File: config.mk
export PLATFORM = sky130hd
export DESIGN_NAME = cpu4_core
export DESIGN_NICKNAME = d
export VERILOG_FILES = /design/src/rtl/cpu4_pkg.sv /design/src/rtl/cpu4_ctrl.sv /design/src/rtl/cpu4_dpath.sv /design/src/rtl/cpu4_core.sv
export SDC_FILE = /design/constraint.sdc
export NUM_CORES = 1
export LEC_CHECK = 0
export ABC_CLOCK_PERIOD_IN_PS = 5100
export CORE_ASPECT_RATIO = 0.6
export CORE_MARGIN = 2
export CORE_UTILIZATION = 65
export DETAILED_ROUTE_END_ITERATION = 6
export HOLD_SLACK_MARGIN = 0.08
export PLACE_DENSITY_LB_ADDON = 0.08
export SLEW_MARGIN = 25
export SYNTH_ARGS = -nofsm -noshare
export SYNTH_HDL_FRONTEND = slang
export SYNTH_SLANG_ARGS = --single-unit
File: constraint.sdc
create_clock -name clk -period 5.1 [get_ports clk]
set_input_delay 0.765 -clock clk [delete_from_list [all_inputs] [get_ports clk]]
set_output_delay 0.765 -clock clk [all_outputs]
set_load 0.01 [all_outputs]
File: src/rtl/cpu4_pkg.sv
package cpu4_pkg;

  localparam int CMD_W = 4;

  typedef enum logic [CMD_W-1:0] {
    CMD_LD_ADDR = 4'd0,
    CMD_LD_B    = 4'd1,
    CMD_LD_C    = 4'd2,
    CMD_LD_PC   = 4'd3,
    CMD_LD_RAM  = 4'd4,
    CMD_TG_ALU  = 4'd5,
    CMD_TG_IMM  = 4'd6,
    CMD_TG_RAM  = 4'd7,
    CMD_TG_MODE = 4'd8,
    CMD_BR_EQ   = 4'd9
  } cmd_e;

  typedef struct packed {
    logic fetch;
    logic ldAddr;
    logic ldB;
    logic ldC;
    logic ldPc;
    logic ldPcEq;
    logic ldRam;
    logic tgAlu;
    logic tgImm;
    logic tgRam;
    logic tgMode;
  } strobe_t;

  localparam int SRC_N   = 3;
  localparam int SRC_IMM = 0;
  localparam int SRC_ALU = 1;
  localparam int SRC_RAM = 2;

endpackage

File: src/rtl/cpu4_ctrl.sv
module cpu4_ctrl
  import cpu4_pkg::*;
(
  input  logic             clk,
  input  logic             rstN,
  input  logic [CMD_W-1:0] cmd,
  output strobe_t          st
);

  logic execPhase;

  always_ff @(posedge clk or negedge rstN) begin
    if (!rstN) execPhase <= 1'b0;
    else       execPhase <= ~execPhase;
  end

  always_comb begin
    st = '0;
    st.fetch = ~execPhase;
    if (execPhase) begin
      case (cmd_e'(cmd))
        CMD_LD_ADDR: st.ldAddr = 1'b1;
        CMD_LD_B:    st.ldB    = 1'b1;
        CMD_LD_C:    st.ldC    = 1'b1;
        CMD_LD_PC:   st.ldPc   = 1'b1;
        CMD_LD_RAM:  st.ldRam  = 1'b1;
        CMD_TG_ALU:  st.tgAlu  = 1'b1;
        CMD_TG_IMM:  st.tgImm  = 1'b1;
        CMD_TG_RAM:  st.tgRam  = 1'b1;
        CMD_TG_MODE: st.tgMode = 1'b1;
        CMD_BR_EQ:   st.ldPcEq = 1'b1;
        default: ;
      endcase
    end
  end

  // fetch and execute alternate
  p_phase_alt_r11: assert property (@(posedge clk) disable iff (!rstN)
    st.fetch |=> !st.fetch);

  // at most one action strobe per execute cycle
  p_one_action_r10: assert property (@(posedge clk) disable iff (!rstN)
    $onehot0({st.ldAddr, st.ldB, st.ldC, st.ldPc, st.ldPcEq, st.ldRam,
              st.tgAlu, st.tgImm, st.tgRam, st.tgMode}));

endmodule

File: src/rtl/cpu4_dpath.sv
module cpu4_dpath
  import cpu4_pkg::*;
#(
  parameter int DATA_W = 4
) (
  input  logic                    clk,
  input  logic                    rstN,
  input  logic                    romWe,
  input  logic [DATA_W-1:0]       romWrAddr,
  input  logic [DATA_W+CMD_W-1:0] romWrData,
  input  strobe_t                 st,
  output logic [CMD_W-1:0]        cmd,
  input  logic [DATA_W-1:0]       dbgAddr,
  output logic [DATA_W-1:0]       dbgData,
  output logic [DATA_W-1:0]       pcOut,
  output logic [DATA_W-1:0]       busOut,
  output logic                    busConflict
);

  localparam int DEPTH  = 1 << DATA_W;
  localparam int WORD_W = DATA_W + CMD_W;

  logic [WORD_W-1:0] romMem [DEPTH];
  logic [DATA_W-1:0] ramMem [DEPTH];
  logic [WORD_W-1:0] instWord;
  logic [DATA_W-1:0] pc, addrReg, regB, regC, aluOut, busVal;
  logic [DATA_W-1:0] srcData [SRC_N];
  logic [SRC_N-1:0]  srcEn;
  logic              subMode, opEq;

  always_ff @(posedge clk) begin
    if (romWe) romMem[romWrAddr] <= romWrData;
  end

  assign aluOut = subMode ? (regB - regC) : (regB + regC);
  assign opEq   = (regB == regC);

  assign srcData[SRC_IMM] = instWord[WORD_W-1:CMD_W];
  assign srcData[SRC_ALU] = aluOut;
  assign srcData[SRC_RAM] = ramMem[addrReg];

  always_comb begin
    busVal = '0;
    for (int s = 0; s < SRC_N; s++) begin
      if (srcEn[s]) busVal = busVal | srcData[s];
    end
  end

  assign busConflict = (srcEn & (srcEn - 1'b1)) != '0;

  always_ff @(posedge clk or negedge rstN) begin
    if (!rstN) begin
      pc       <= '0;
      instWord <= '0;
      addrReg  <= '0;
      regB     <= '0;
      regC     <= '0;
      subMode  <= 1'b0;
      srcEn    <= '0;
    end else begin
      if (st.fetch) begin
        instWord <= romMem[pc];
        pc       <= pc + 1'b1;
      end
      if (st.ldPc || (st.ldPcEq && opEq)) pc <= busVal;
      if (st.ldAddr) addrReg <= busVal;
      if (st.ldB)    regB    <= busVal;
      if (st.ldC)    regC    <= busVal;
      if (st.tgMode) subMode <= ~subMode;
      if (st.tgImm)  srcEn[SRC_IMM] <= ~srcEn[SRC_IMM];
      if (st.tgAlu)  srcEn[SRC_ALU] <= ~srcEn[SRC_ALU];
      if (st.tgRam)  srcEn[SRC_RAM] <= ~srcEn[SRC_RAM];
    end
  end

  always_ff @(posedge clk or negedge rstN) begin
    if (!rstN) begin
      for (int i = 0; i < DEPTH; i++) ramMem[i] <= '0;
    end else if (st.ldRam) begin
      ramMem[addrReg] <= busVal;
    end
  end

  assign cmd     = instWord[CMD_W-1:0];
  assign dbgData = ramMem[dbgAddr];
  assign pcOut   = pc;
  assign busOut  = busVal;

  // a fetch always advances the counter by one
  p_fetch_step_r11: assert property (@(posedge clk) disable iff (!rstN)
    st.fetch |=> pc == $past(pc) + 1'b1);

  // an execute cycle without a taken load keeps the counter
  p_pc_hold_r6: assert property (@(posedge clk) disable iff (!rstN)
    (!st.fetch && !st.ldPc && !(st.ldPcEq && opEq)) |=> $stable(pc));

  // the word under the address register takes the bus value
  p_ram_write_r5: assert property (@(posedge clk) disable iff (!rstN)
    st.ldRam |=> ramMem[$past(addrReg)] == $past(busVal));

  // a toggle flips the immediate enable
  p_imm_toggle_r9: assert property (@(posedge clk) disable iff (!rstN)
    st.tgImm |=> srcEn[SRC_IMM] != $past(srcEn[SRC_IMM]));

  // the mode bit only moves on its own command
  p_mode_hold_r4: assert property (@(posedge clk) disable iff (!rstN)
    !st.tgMode |=> $stable(subMode));

  // a closed bus reads zero
  p_idle_zero_r2: assert property (@(posedge clk) disable iff (!rstN)
    (srcEn == '0) |-> (busVal == '0));

endmodule

File: src/rtl/cpu4_core.sv
module cpu4_core
  import cpu4_pkg::*;
#(
  parameter int DATA_W = 4
) (
  input  logic                    clk,
  input  logic                    rstN,
  input  logic                    romWe,
  input  logic [DATA_W-1:0]       romWrAddr,
  input  logic [DATA_W+CMD_W-1:0] romWrData,
  input  logic [DATA_W-1:0]       dbgAddr,
  output logic [DATA_W-1:0]       dbgData,
  output logic [DATA_W-1:0]       pcOut,
  output logic [DATA_W-1:0]       busOut,
  output logic                    busConflict
);

  strobe_t          st;
  logic [CMD_W-1:0] cmd;

  cpu4_ctrl u_ctrl (
    .clk  (clk),
    .rstN (rstN),
    .cmd  (cmd),
    .st   (st)
  );

  cpu4_dpath #(.DATA_W(DATA_W)) u_dpath (
    .clk         (clk),
    .rstN        (rstN),
    .romWe       (romWe),
    .romWrAddr   (romWrAddr),
    .romWrData   (romWrData),
    .st          (st),
    .cmd         (cmd),
    .dbgAddr     (dbgAddr),
    .dbgData     (dbgData),
    .pcOut       (pcOut),
    .busOut      (busOut),
    .busConflict (busConflict)
  );

endmodule

==> results_dict.tcl <==
set metrics [dict create \
    status "complete, no violations" \
    placed_cells 885 \
    synth_area_mm2 0.00992 \
    routabilityCongestion 0.999 \
    synth_flop_cell "edfxtp_1" \
    h-tree-depth 1 \
    ff_latch_area_mm2 0.00617 \
    cts_tree "yes" \
    wl_met1_um 10500 \
    finalNetCount 737 \
    route.detailed.drc 0 \
    insertion_delay_ns 0.50 \
    yosys.area_share.xor_xnor_pct 0.707 \
    ys_top_cells_by_area "edfxtp_1 (39%), dfrtp_1 (23%), mux4_2 (15%)" \
    postCtsHoldBufs 0 \
    synth_cell_types 51 \
    wire_per_inst_um 26.1 \
    relSlewSlack_pct 32.3 \
    path_class "register to output pin" \
    synth_nets 712 \
    synth_edf_count 128 \
    diodes 0 \
    worst_pin_slew_ns 1.01 \
    synth_top_family_by_area "multiplexers" \
    tns_ns 0 \
    grt_start_max_net_pins 50 \
    dr.first_iter.drc_count 777 \
    intPower_mw 4.08 \
    crit_path_max_fanout 12 \
    detailedPlace.worstSlack_ns 1.25 \
    yosysTopAreaCell "edfxtp_1" \
    p_total_mw 6.48 \
    power_frac_clock_pct 22.6 \
    root_buffer "clkbuf_16" \
    yosysMostFrequentCell "edfxtp_1" \
    start_util_pct 67.6 \
    yosys.area_share.simple_pct 8.64 \
    ctsResizeCount 0 \
    p_leak_nw 4.08 \
    fin_cells 921 \
    clk_transition_reported_paths_ns 0.07 \
    cts_made_buffers 20 \
    synth_top_area_share_pct 38.8 \
    multiInputGateArea_mm2 0.00350 \
    core.rowCount 34 \
    die_width_um 163 \
    antenna_found_initial 0 \
    post_synth.cell_area_avg_um2 14.5 \
    grt_pass1_wl_um 37000 \
    synth-warning-count 0 \
    grt_overflow_total 0 \
    p_per_area_mw_per_mm2 589 \
    viasPerCell 6.83 \
    startpoint_type "register" \
    finalWirelength_um 24100 \
    critPathMaxStageDelay_ns 0.61 \
    die_area_mm2 0.0163 \
    crit_path_top_delay_cell "nor2_1" \
    clk_path_buf_depth 3 \
    rsz0062_at_grt "no" \
    net-switching-power_mw 2.40 \
    die_y_um 99.7 \
    drive_above_1_share_pct 16.9 \
    cp.required_ns 4.34 \
    hold_path_class "primary input to asynchronous set/reset pin" \
    synthCells 684 \
    crit_arrival_ns 3.49 \
    drt_pre_antenna_iters 5 \
    fillCellCount 892 \
    grt_pass1_vias 6223 \
    vias 6286 \
    finalMaxSlewViolations 0 \
    final_util_pct 75.0 \
    path_buf_inv 3 \
    yosysSeqAreaShare_pct 62.2 \
    ys_seq_elements 221 \
    synth_commonest_cells "edfxtp_1 (128), dfrtp_1 (93), nand2_1 (88)" \
    core-area_mm2 0.0147 \
    cp_top_family "simple AND/OR/NAND/NOR gates" \
    drv_cap 0 \
    endpoint_kind "output pin" \
    synth-compound-area-share_pct 7.02 \
    wl_met2_um 10200 \
    seqPwrFrac_pct 41.4 \
    synth_async_sr_flop_share_pct 42.1 \
    area_growth_pct 11.0 \
    fin_crit_ns 4.25 \
    path_cells "inv_1 -> ha_1 -> nor2b_1 -> o211ai_1 -> a311oi_1 -> buf_4 -> nor2_1 -> nand2_1 -> clkdlybuf4s50_1" \
    setup_slack_ns 0.845 \
    port-buffer-count 31 \
    fin_skew_ns 0.0238 \
    fmax_mhz 235 \
    setup_violations 0 \
    post-route-period-util_pct 83.4 \
    ir_worst_vdd_mv 0.491 \
    hold_viol 0 \
    post-cts-setup-buffers 0 \
    highest_layer "met4" \
    ant_nets 0 \
    synth_fa_ha_area_share_pct 1.39 \
    dp_hpwl_um 16600 \
    combPwrFrac_pct 36.0 \
    wl_met3_um 3080 \
    switching_share_pct 37.1 \
    io_pins 32 \
    synthMuxAreaShare_pct 17.5 \
    cts.sinks 221 \
    track_usage_pct 31.4 \
]
## path summary, 6_finish.rpt
check / startpoint / end / slack [ns] / depth (start not counted)
max in group asynchronous: rstN / u_dpath.ramMem[51] / 3.75 / 2
worst max register to register: u_dpath.addrReg[0] / u_dpath.ramMem[18] / 2.00 / 6
worst min register to register: u_dpath.instWord[4] / u_dpath.instWord[4] / 0.49 / 2
worst min-delay path: rstN / u_dpath.pcOut[1] / 0.27 / 1
min in group clk: u_dpath.instWord[4] / u_dpath.instWord[4] / 0.49 / 2
worst max-delay path: u_dpath.regC[1] / busOut[3] / 0.85 / 9
## layer usage
metal / up-vias / global-route usage (%)
li1: 2646 / -
met1: 3218 / 51.4
met2: 389 / 43.0
met3: 33 / 9.05
met4: 0 / 4.93
met5: - / 1.82
## through the flow
| step | instance area (um^2) | hold WS [ns] |
|---|---|---|
| final | 11000 | 0.270 |
| after global placement | 10400 | 0.459 |
| after CTS | 11000 | 0.289 |
| after detailed placement | 10400 | 0.459 |
| after global routing | 11000 | 0.314 |
| after floorplan | 9920 | 0.431 |
## state kept, by name, indices dropped and copies added (netlist names)
register	cells
u_dpath.regB	4
u_dpath.addrReg	4
u_ctrl.execPhase	1
u_dpath.pcOut	4
u_dpath.subMode	1
u_dpath.ramMem	64
u_dpath.srcEn	3
u_dpath.romMem	128
u_dpath.instWord	8
u_dpath.regC	4
## final cells by class
class / instances / area share (%)
multi-input combinational: 410 / 31.8
clock buffer: 29 / 5.14
tap: 198 / 2.25
clock inverter: 7 / 0.568
timing repair buffer: 45 / 3.75
inverter: 11 / 0.375
sequential: 221 / 56.1
## power groups by stage
stage | sequential, mW | combinational [mW] | clock (mW)
2_1_floorplan | 2.39 | 1.71 | 0
3_3_place_gp | 2.68 | 2.22 | 0
3_5_place_dp | 2.69 | 2.27 | 0
4_1_cts | 2.66 | 2.29 | 1.48
5_1_grt | 2.72 | 2.49 | 1.54
6_report | 2.68 | 2.34 | 1.46
## worst reg2reg max path: stages (launching register included)
cell and delay (ns):
dfrtp_1 0.68, nor2b_1 0.80, a22oi_1 0.14, and3_1 0.28
a2111oi_4 0.50, buf_4 0.39, a21oi_1 0.15
## cells in the final DEF (no fill, tap or decap), drive strengths merged, types with 3 or more instances in the layout
| master | n |
|---|---|
| clkbuf | 29 |
| mux2i | 18 |
| dfrtp | 93 |
| a22o | 3 |
| a22oi | 4 |
| nand2 | 88 |
| mux4 | 68 |
| a31oi | 6 |
| buf | 15 |
| nand4 | 3 |
| o21ai | 49 |
| and2 | 3 |
| xnor2 | 6 |
| edfxtp | 128 |
| and4b | 4 |
| a41oi | 4 |
| clkinv | 3 |
| nand3 | 3 |
| clkdlybuf4s50 | 30 |
| nand2b | 4 |
| ha | 7 |
| inv | 12 |
| nor2b | 8 |
| nor3 | 17 |
| a21oi | 43 |
| nor2 | 45 |
| nor4b | 3 |
## kinds of logic after synthesis
kind of cell    count (synthesis)
xor+xnor                        8
compound gates                118
mux                            88
simple gates                  186
buf+inv                        53
fa+ha+maj                      10
flops                         221
No activity file was read; power rests on OpenSTA's default activity.
